[src/rtl/uart_mode_pkg.sv]
package uart_mode_pkg;
    localparam int REG_W      = 8;
    localparam int SEL_W      = $clog2(REG_W);
    localparam int POS_PWR    = 7;
    localparam int POS_TXE    = 6;
    localparam int POS_RXE    = 5;
    localparam int POS_PAR_HI = 4;
    localparam int POS_PAR_LO = 3;
    localparam int POS_CL     = 2;
    localparam int POS_SL     = 1;
    localparam int POS_IRQ    = 0;
    localparam logic [REG_W-1:0] MODE_RST = 8'h01;

    typedef struct packed {
        logic [REG_W-1:0] mode;
    } mode_state_t;
endpackage

[src/rtl/umr_regfile.sv]
module umr_regfile
    import uart_mode_pkg::*;
#(
    parameter int W = REG_W,
    parameter logic [W-1:0] RST_VAL = MODE_RST,
    localparam int SW = $clog2(W)
) (
    input  logic          clk,
    input  logic          rst_n,
    input  logic          wr_en,
    input  logic          wr_bit_mode,
    input  logic [SW-1:0] wr_bit_sel,
    input  logic [W-1:0]  wr_data,
    output logic [W-1:0]  mode_q
);
    logic [W-1:0] mode_d, mode_r;

    always_comb begin
        mode_d = mode_r;
        if (wr_en) begin
            if (wr_bit_mode) mode_d[wr_bit_sel] = wr_data[0];
            else             mode_d = wr_data;
        end
    end

    always_ff @(posedge clk or negedge rst_n) begin
        if (!rst_n) mode_r <= RST_VAL;
        else        mode_r <= mode_d;
    end

    assign mode_q = mode_r;


    byte_write_chk: assert property (@(posedge clk) disable iff (!rst_n)
        (wr_en && !wr_bit_mode) |=> (mode_q == $past(wr_data)));

    bit_write_chk: assert property (@(posedge clk) disable iff (!rst_n)
        (wr_en && wr_bit_mode) |=> (mode_q[$past(wr_bit_sel)] == $past(wr_data[0])));

    hold_chk: assert property (@(posedge clk) disable iff (!rst_n)
        !wr_en |=> $stable(mode_q));
endmodule

[src/rtl/umr_enable.sv]
module umr_enable (
    input  logic clk,
    input  logic rst_n,
    input  logic pwr,
    input  logic txe,
    input  logic rxe,
    output logic op_clk,
    output logic port_rst_n,
    output logic status_clr,
    output logic tx_en_eff,
    output logic rx_en_eff,
    output logic tx_path_rst,
    output logic rx_path_rst
);
    assign op_clk      = clk & pwr;
    assign port_rst_n  = rst_n & pwr;
    assign status_clr  = ~pwr;
    assign tx_en_eff   = pwr & txe;
    assign rx_en_eff   = pwr & rxe;
    assign tx_path_rst = pwr & ~txe;
    assign rx_path_rst = pwr & ~rxe;
endmodule

[src/rtl/umr_pins.sv]
module umr_pins (
    input  logic pwr,
    input  logic out_invert,
    input  logic tx_core,
    input  logic rxd_pin,
    output logic txd_pin,
    output logic rxd_core
);
    logic tx_level;
    assign tx_level = pwr ? tx_core : 1'b1;
    assign txd_pin  = tx_level ^ out_invert;
    assign rxd_core = pwr ? rxd_pin : 1'b1;
endmodule

[src/rtl/uart_mode_ctl.sv]
module uart_mode_ctl
    import uart_mode_pkg::*;
(
    input  logic             clk,
    input  logic             rst_n,
    input  logic             wr_en,
    input  logic             wr_bit_mode,
    input  logic [SEL_W-1:0] wr_bit_sel,
    input  logic [REG_W-1:0] wr_data,
    output logic [REG_W-1:0] rd_data,
    input  logic             out_invert,
    input  logic             tx_core,
    input  logic             rxd_pin,
    output logic             txd_pin,
    output logic             rxd_core,
    output logic             op_clk,
    output logic             port_rst_n,
    output logic             status_clr,
    output logic             tx_en_eff,
    output logic             rx_en_eff,
    output logic             tx_path_rst,
    output logic             rx_path_rst,
    output logic [1:0]       par_mode,
    output logic             char_len,
    output logic             stop_sel,
    output logic             rx_irq_mode
);
    logic [REG_W-1:0] mode_q;
    logic pwr;

    umr_regfile #(.W(REG_W), .RST_VAL(MODE_RST)) regs_i (
        .clk(clk), .rst_n(rst_n), .wr_en(wr_en), .wr_bit_mode(wr_bit_mode),
        .wr_bit_sel(wr_bit_sel), .wr_data(wr_data), .mode_q(mode_q)
    );

    assign pwr = mode_q[POS_PWR];

    umr_enable en_i (
        .clk(clk), .rst_n(rst_n), .pwr(pwr),
        .txe(mode_q[POS_TXE]), .rxe(mode_q[POS_RXE]),
        .op_clk(op_clk), .port_rst_n(port_rst_n), .status_clr(status_clr),
        .tx_en_eff(tx_en_eff), .rx_en_eff(rx_en_eff),
        .tx_path_rst(tx_path_rst), .rx_path_rst(rx_path_rst)
    );

    umr_pins pins_i (
        .pwr(pwr), .out_invert(out_invert), .tx_core(tx_core),
        .rxd_pin(rxd_pin), .txd_pin(txd_pin), .rxd_core(rxd_core)
    );

    assign rd_data     = mode_q;
    assign par_mode    = mode_q[POS_PAR_HI:POS_PAR_LO];
    assign char_len    = mode_q[POS_CL];
    assign stop_sel    = mode_q[POS_SL];
    assign rx_irq_mode = mode_q[POS_IRQ];


    tx_eff_needs_pwr_chk: assert property (@(posedge clk) disable iff (!rst_n)
        tx_en_eff |-> (rd_data[POS_PWR] && !tx_path_rst));

    path_rst_excl_chk: assert property (@(posedge clk) disable iff (!rst_n)
        (tx_path_rst || rx_path_rst) |-> (port_rst_n && !status_clr));

    rx_forced_chk: assert property (@(posedge clk) disable iff (!rst_n)
        status_clr |-> rxd_core);

    tx_idle_chk: assert property (@(posedge clk) disable iff (!rst_n)
        status_clr |-> (txd_pin == !out_invert));

    arst_chk: assert property (@(posedge clk) disable iff (!rst_n)
        status_clr |-> !port_rst_n);

    rewrite_stable_chk: assert property (@(posedge clk) disable iff (!rst_n)
        (wr_en && !wr_bit_mode && wr_data == rd_data) |=>
            ($stable(tx_en_eff) && $stable(rx_en_eff) && $stable(status_clr)));
endmodule

[config.mk]
export PLATFORM = sky130hd
export DESIGN_NAME = uart_mode_ctl
export DESIGN_NICKNAME = d
export VERILOG_FILES = /design/src/rtl/uart_mode_pkg.sv /design/src/rtl/umr_regfile.sv /design/src/rtl/umr_enable.sv /design/src/rtl/umr_pins.sv /design/src/rtl/uart_mode_ctl.sv
export SDC_FILE = /design/constraint.sdc
export NUM_CORES = 1
export LEC_CHECK = 0
export ABC_AREA = 1
export BUFFER_PORTS_ARGS = -buffer_cell sky130_fd_sc_hd__buf_2
export CORE_ASPECT_RATIO = 0.8
export CORE_MARGIN = 8
export CORE_UTILIZATION = 42
export DETAILED_ROUTE_END_ITERATION = 8
export GPL_TIMING_DRIVEN = 0
export HOLD_SLACK_MARGIN = 0.05
export PLACE_DENSITY = 0.84
export SYNTH_ARGS = -nofsm -noshare
export SYNTH_HDL_FRONTEND = slang
export SYNTH_SLANG_ARGS = --single-unit
[constraint.sdc]
create_clock -name clk -period 1.1 [get_ports clk]
set_input_delay 0.11 -clock clk [delete_from_list [all_inputs] [get_ports clk]]
set_output_delay 0.11 -clock clk [all_outputs]
set_load 0.01 [all_outputs]
**Word level (Yosys, flattened, before mapping)**

Cells that the tools add are included.

- Register bits after elaboration: 8
- Logic and storage cells: 20

- $lt $le $gt $ge: 2
- Muxes and demuxes: 6
- Bitwise logic cells: 10
- Reductions and logical operators: 1

Operators by type and width:

| cell | count |
|---|---|
| bitwise mux 8 bit | 1 |
| two-way mux 8 bit | 1 |
| bitwise AND 1 bit | 6 |
| less-than comparator 3 x 4 -> 1 bit, second input constant | 1 |
| demux 1 bit (select 3 bit) | 1 |
| >= comparator 3 x 1 -> 1 bit, second input constant | 1 |
| two-way mux 1 bit | 3 |
| NOT 1 bit | 3 |
| logical AND 1 bit | 1 |
| bitwise XOR 1 bit | 1 |

**Longest topological paths before layout**

Gate-level depths: netlist (run 1).

- Word-level depth: 6
- Depth in mapped cells: 7
- Mapped depth without buffers: 7

**Modules after synthesis**

A second synthesis (run 1) with hierarchy kept.

- Cell total of the unflattened synthesis: 116
- Area, all modules: 673.1 µm²

By module, submodules not included:

| module | instances | cells each | area each (µm²) | seq. area each (µm²) |
|---|---|---|---|---|
| umr_regfile | 1 | 92 | 563.0 | 201.4 |
| umr_enable | 1 | 11 | 41.3 | 0.0 |
| uart_mode_ctl | 1 | 5 | 37.5 | 0.0 |
| umr_pins | 1 | 8 | 31.3 | 0.0 |

==> results of run 1 <==
power by group through the flow:
stage                     registers [mW]  logic [mW]  clock network, mW
after global placement             0.369       0.357             0.0229
after floorplan                    0.376       0.210             0.0144
after CTS                          0.369       0.485              0.453
after detailed placement           0.370       0.365             0.0229
after global routing               0.380       0.568              0.480
final                              0.375       0.524              0.436
cell families (layout without fill, tap and decap cells):
logic type      Yosys count  count (layout)
flops                     8               8
buf+inv                  28              81
simple gates             65              65
xor+xnor                  1               1
compound gates           12              12
what timing repair did:
| action | in CTS | in global routing |
|---|---|---|
| endpoints found under the setup margin | 19 | 15 |
| pin swaps | 1 | 1 |
| gates resized for setup | 26 | 8 |
| endpoints found under the hold margin | 14 | 0 |
| buffers inserted | 5 | 1 |
| hold buffers | 7 | 0 |
| cloned | 0 | 0 |
through the flow:
stage               cells  hold WS [ns]  utilization [%]  area, um2  TNS, ns
floorplan             114        -0.186                -        683        0
global placement      173       -0.0257             56.8        896        0
detailed placement    173       -0.0250             56.8        896        0
CTS                   188        0.0823             71.8       1130    -1.67
global route          189         0.123             74.0       1170    -2.58
finish                189        0.0922             74.0       1170    -1.95
synth_stat cells (2+ instances only):
cell type,count
inv_1,17
nand2_1,51
dfrtp_1,7
nor2_1,6
buf_6,2
o21ai_0,4
nand3_1,6
buf_4,8
o21bai_1,2
a21oi_1,5
final cells by class:
type / instances / area [um2] / area share (%)
clock inverter: 1 / 3.75 / 0.322
tap: 22 / 27.5 / 2.36
multi-input combinational: 78 / 348 / 29.8
clock buffer: 8 / 53.8 / 4.61
inverter: 16 / 62.6 / 5.36
buffer: 7 / 72.6 / 6.22
sequential: 8 / 203 / 17.4
timing repair buffer: 49 / 397 / 34.0
placed cells by master (no fill, tap or decap), drive strengths merged:
master	Yosys	layout
dlygate4sd3	0	7
or2	1	1
xnor2	1	1
dfstp	1	1
clkbuf	0	7
o21bai	2	2
nand2	52	52
o21ai	5	5
dfrtp	7	7
buf	11	50
nand3	6	6
a21oi	5	5
inv	17	17
nor2	6	6
worst max-delay path, stage by stage (launching register included):
cell and delay, ns:
dfrtp_2 0.40, inv_4 0.06, or2_4 0.24, buf_6 0.12
layer usage:
layer,wire length [um],global-route usage [%],vias to the layer above
li1,-,-,439
met1,869,15.0,373
met2,1150,23.1,46
met3,260,6.39,14
met4,140,15.1,0
met5,0,0,-
worst max path at each step:
stage / start / end / slack [ns] / cells after the start
after detailed placement: regs_i.mode_q[7] / rxd_core / 0.03 / 3
after floorplan: regs_i.mode_q[7] / txd_pin / 0.12 / 3
final: regs_i.mode_q[7] / rxd_core / -0.21 / 3
after global placement: regs_i.mode_q[7] / rxd_core / 0.05 / 3
after CTS: regs_i.mode_q[7] / txd_pin / -0.18 / 4
after global routing: regs_i.mode_q[7] / txd_pin / -0.26 / 4
==> impl_results.md, run 1 <==
* LEAKAGE at 0.701 nW
* Status: complete, but fails checks
* Largest family of logic cells by synthesized area: simple AND/OR/NAND/NOR gates
* RSZ-0062 raised after global routing: true
* YS warnings at 0
* Placed wire-length estimate at 1550 um
* Failing checks: setup timing
* FMAX at 765 MHz
* Worst EP required at 0.99 ns
* 1st-iter DRT viols at 33
* Clock Power Share at 32.6%
* Starting Density at 43.3%
* Post-synthesis cell type count at 16
* Number of synthesized flops with an enable pin at 0
* Mapped Avg Cell Area at 5.99 um2
* Synth Area in Compound Gates at 9.52%
* Hold wc startpoint: wr_bit_mode
* Hold WC Path Type: input port to flip-flop
* TritonCTS clock tree: yes
* Worst r2r src: regs_i.mode_q[7]
* #FFs+latches synth at 8
* Max-cap viol count at 0
* Tmin final at 1.31 ns
* Fillers at 124
* Placer Congestion at 0.818
* Final setup fails at 15
* Post-Synth XOR/XNOR Area at 1.28%
* Core box area at 1580 um2
* Residual DRC at 0
* Full die area at 3180 um2
* Final clock skew at 0 ns
* Max reg flops at 8
* Clk slew on worst S/H paths at 0.06 ns
* Crit Path Category: flip-flop to output pin
* Largest net degree at the start of global routing at 11
* WHS Path Cells at 5
* DR WL/cell at 12.8 um
* Post-synthesis sequential area ratio at 29.5%
* Global-route wire length before repair at 3460 um
* Area grow syn2layout at 70.9%
* Top-Level Pins at 40
* Overall routing resource usage at 15.2%
* Mapped cell area at 683 um2
* Internal reg-to-reg setup slack at 0.17 ns
* Critical path arrival at 1.20 ns
* Post-synth top area share at 28.0%
* Final wirelength at 2420 um
* Pre-CTS setup slack at 0.0340 ns
* Net Sw Frac at 33.0%
* Seq pwr share at 28.1%
* Initial antenna violation count at 0
* Leading area contributor after synthesis: nand2_1
* Maximum vdd drop at 0.000705 V
* FP Rows at 13
* Hold EP: regs_i.mode_q[5]
* Simple-Gate Fraction of Synth Area at 37.5%
* Worst setup EP type: output pin
* Vias at 872
* Post-synthesis mux area share at 0%
* Comb power frac at 39.3%
* Power Total at 1.33 mW
* Antenna Cells at 0
* Final net count at 186
* Final hold vios at 0
* Async SR Flop Fraction at 100%
* Pwr Density at 1140 nW/um2
* Vert. Die Dim at 52.1 um
* Synth top area cells: nand2_1, dfrtp_1, inv_1
* Final WS setup at -0.207 ns
* Vias in the first global route at 822
* Final Cycle Share at 119%
* Adder and majority gate portion of the synthesized area at 0%
* Slew headroom at 73.1%
* Clock Latency Late Sink at 0.37 ns
* Int Pwr at 894 uW
* Reg2Reg Depth at 4
* Final Slew Violations at 0
* Drt pass-1 iters at 5
* Sw Pwr at 441 uW
* Layout cells sized above 1 at 41.9%
* Worst slew pin tran at 0.403 ns
* GRT overflow at 0
* Post-Syn Instances at 114
* Primary FF master, synth: dfrtp_1
* DR vias/cell at 4.61
* CP startpoint kind: flip-flop
* Reg2reg end: regs_i.mode_q[7]
* Final antenna-violating net count at 0
* I/O Buffers at 37
* CP max FO at 4
* Die Wd at 61.1 um
* Net Count, Synth at 132
No activity file was read; power rests on OpenSTA's default activity.
==> run 2, diff against run 1 <==
--- a/config.mk
+++ b/config.mk
@@ -5,15 +5,13 @@
 export SDC_FILE = /design/constraint.sdc
 export NUM_CORES = 1
 export LEC_CHECK = 0
-export ABC_AREA = 1
 export BUFFER_PORTS_ARGS = -buffer_cell sky130_fd_sc_hd__buf_2
-export CORE_ASPECT_RATIO = 0.8
 export CORE_MARGIN = 8
-export CORE_UTILIZATION = 42
+export CORE_UTILIZATION = 40
 export DETAILED_ROUTE_END_ITERATION = 8
 export GPL_TIMING_DRIVEN = 0
 export HOLD_SLACK_MARGIN = 0.05
-export PLACE_DENSITY = 0.84
+export PLACE_DENSITY = 0.74
 export SYNTH_ARGS = -nofsm -noshare
 export SYNTH_HDL_FRONTEND = slang
 export SYNTH_SLANG_ARGS = --single-unit
==> run 2 against run 1 <==
Effect of this change: the run still ends with setup timing left; via count is 20% lower; largest power group unchanged; worst hold slack worse by 0.050 ns; highest routed layer unchanged; critical endpoint is now txd_pin; sequential share of layout area is 1.1 points higher.
==> impl_results.md, run 2 <==
* 1st-iter DRT viols at 18 (-45%)
* Pre-CTS setup slack at 0.0350 ns (+0.000960 ns)
* Final Cycle Share at 120% (+0.94 points)
* LEAKAGE at 0.531 nW (-24%)
* #FFs+latches synth at 8 (unchanged)
* Starting Density at 40.9% (-2.4 points)
* DR vias/cell at 5.08 (+10%)
* Final antenna-violating net count at 0 (unchanged)
* TritonCTS clock tree: yes
* Mapped Avg Cell Area at 9.19 um2 (+53%)
* Primary FF master, synth: dfrtp_1
* Failing checks: setup timing
* Final wirelength at 2050 um (-15%)
* Int Pwr at 1.06 mW (+19%)
* Post-synthesis cell type count at 25 (+9)
* Vias in the first global route at 669 (-19%)
* Leading area contributor after synthesis: dfrtp_1
* Placer Congestion at 0.827 (+1.2%)
* Final hold vios at 0 (unchanged)
* Status: complete, but fails checks
* Top delay family on crit path: flip-flops
* Worst slew pin tran at 0.382 ns (-0.0213 ns)
* Number of synthesized flops with an enable pin at 0 (unchanged)
* Tmin final at 1.32 ns (+0.0103 ns)
* Post-synthesis sequential area ratio at 34.3% (+4.8 points)
* Mapped cell area at 588 um2 (-14%)
* Initial antenna violation count at 0 (unchanged)
* CP max FO at 4 (unchanged)
* Die Wd at 54.3 um (-11%)
* FP Rows at 14 (+1)
* Area grow syn2layout at 85.3%
* Async SR Flop Fraction at 100% (unchanged)
* Slew headroom at 74.5% (+1.4 points)
* Final Slew Violations at 0 (unchanged)
* Worst Path Buf+Inv at 2 (unchanged)
* Global-route wire length before repair at 2830 um (-18%)
* RSZ-0062 raised after global routing: true
* Comb power frac at 40.6% (+1.3 points)
* Largest net degree at the start of global routing at 9 (-2)
* Drt pass-1 iters at 4 (-1)
* Pwr Density at 1410 nW/um2 (+24%)
* Net Count, Synth at 82 (-38%)
* Synth top area cells: dfrtp_1, buf_4, nor2_1
* Most common cell after layout, fill and taps aside: buf_2
* Full die area at 2950 um2 (-7.2%)
* Hold WC Path Type: input port to flip-flop
* YS warnings at 0 (unchanged)
* Most frequent cells in the layout: buf_2, buf_6, nor2_1, buf_4
* Most numerous cell in the Yosys netlist: nor2_1
* FMAX at 759 MHz (-0.79%)
* Sw Pwr at 478 uW (+8.4%)
* Overall routing resource usage at 13.4% (-1.8 points)
* Net Sw Frac at 31.0% (-2.0 points)
* Placed wire-length estimate at 1380 um (-11%)
* Core box area at 1440 um2 (-9.0%)
* Residual DRC at 0 (unchanged)
* Final clock skew at 0 ns (unchanged)
* Final setup fails at 15 (unchanged)
* Layout cells sized above 1 at 61.2% (+19 points)
* Layout Utilization at 75.9% (+1.9 points)
* Post-Syn Instances at 64 (-44%)
* Seq pwr share at 25.2% (-2.9 points)
* Crit Path Category: flip-flop to output pin
* Top-Level Pins at 40 (unchanged)
* Max incr delay on CP at 0.40 ns (about the same)
* Post-synth top area share at 29.8% (+1.8 points)
* I/O Buffers at 38 (+2.7%)
* Maximum vdd drop at 0.00110 V (+56%)
* Top cells by count, synth: nor2_1, buf_4, dfrtp_1
* Antenna Cells at 0 (unchanged)
* Clock Latency Late Sink at 0.36 ns (about the same)
* Max reg flops at 8 (unchanged)
* Final hold slack at 0.0425 ns (-0.0497 ns)
* Clock Power Share at 34.2% (+1.6 points)
* Clk slew on worst S/H paths at 0.06 ns (about the same)
* Vert. Die Dim at 54.3 um (+4.3%)
* DR WL/cell at 15.0 um (+17%)
* Final WS setup at -0.218 ns (-0.0103 ns)
* Final net count at 140 (-25%)
* CP Cell Sequence: inv_2, nor2_2, xnor2_1, buf_2
* Critical path arrival at 1.21 ns (about the same)
* Max-cap viol count at 0 (unchanged)
* Crit-path slowest cell: dfrtp_1
* Worst setup EP type: output pin
* CP startpoint kind: flip-flop
* GRT overflow at 0 (unchanged)
* Worst EP required at 0.99 ns (about the same)
* Vias at 696 (-20%)
-- run 2: cell types whose count changed after synthesis, moves of 3 or more --
| cell | before | now |
|---|---|---|
| and2b_1 | 0 | 3 |
| nand2_1 | 51 | 1 |
| nor2_1 | 6 | 11 |
| nand3_1 | 6 | 0 |
| a21oi_1 | 5 | 1 |
| a311oi_1 | 0 | 4 |
| a211oi_1 | 0 | 3 |
| nand2b_1 | 0 | 3 |
| o21ai_0 | 4 | 0 |
| and2_1 | 0 | 4 |
| inv_1 | 17 | 2 |
-- run 2: final cells by class --
type | instances | area, um2
Buffer | 7 | 68.8
Tap cell | 16 | 20.0
Timing Repair Buffer | 53 | 414
Sequential cell | 8 | 201
Clock buffer | 8 | 60.1
Fill cell | 95 | 347
Inverter | 2 | 7.51
Multi-Input combinational cell | 43 | 318
-- run 2: power by group through the flow --
stage / clock [mW] / combinational, mW / sequential (mW)
5_1_grt: 0.565 / 0.666 / 0.394
2_1_floorplan: 0.0353 / 0.232 / 0.391
6_report: 0.527 / 0.626 / 0.388
3_5_place_dp: 0.0570 / 0.420 / 0.386
3_3_place_gp: 0.0570 / 0.411 / 0.383
4_1_cts: 0.521 / 0.587 / 0.385
-- run 2: through the flow --
step           TNS, ns  total power [mW]  cell area (um2)  instances
6_report         -1.72              1.54             1090        137
5_1_grt          -2.26              1.63             1090        137
4_1_cts          -1.45              1.49             1050        136
3_5_place_dp         0             0.863              798        118
3_3_place_gp         0             0.851              798        118
2_1_floorplan        0             0.659              588         64
-- run 2: logic make-up (layout without fill, tap and decap cells) --
| group | Yosys count | after routing | share of synthesized area [%] |
|---|---|---|---|
| muxes | 1 | 1 | 2.55 |
| buffers and inverters | 13 | 70 | 15.5 |
| AOI/OAI and AO/OA | 14 | 14 | 20.4 |
| DFF | 8 | 8 | 34.3 |
| and+or+nand+nor | 27 | 27 | 25.7 |
| xor gates and xnor gates | 1 | 1 | 1.49 |
-- run 2: worst min-delay path, stage by stage --
cell	delay (ns)
buf_2	0.10
nor2_1	0.12
a311oi_2	0.05
-- run 2: what timing repair did --
item	CTS	global route
gates resized for setup	22	6
setup endpoints to repair	19	15
hold buffers	7	0
hold endpoints to repair	14	0
buffers inserted	8	1
pin swaps	3	0
-- run 2: worst paths after layout --
check	end	start	slack [ns]	cells after the start
hold reg to reg	regs_i.mode_q[0]	regs_i.mode_q[0]	0.64	1
hold / removal	regs_i.mode_q[3]	wr_data[3]	0.04	3
setup reg to reg	regs_i.mode_q[6]	regs_i.mode_q[6]	0.10	3
setup / recovery	txd_pin	regs_i.mode_q[7]	-0.22	4
min in group asynchronous	regs_i.mode_q[1]	rst_n	0.20	2
max in group asynchronous	regs_i.mode_q[0]	rst_n	0.58	2
-- run 2: metal layers --
metal / routed length (um) / vias to the layer above / track usage, %
met1: 776 / 315 / 12.9
met5: 0 / - / 0
met2: 1050 / 36 / 23.7
met4: 55 / 0 / 9.43
met3: 174 / 7 / 4.08
li1: - / 338 / -
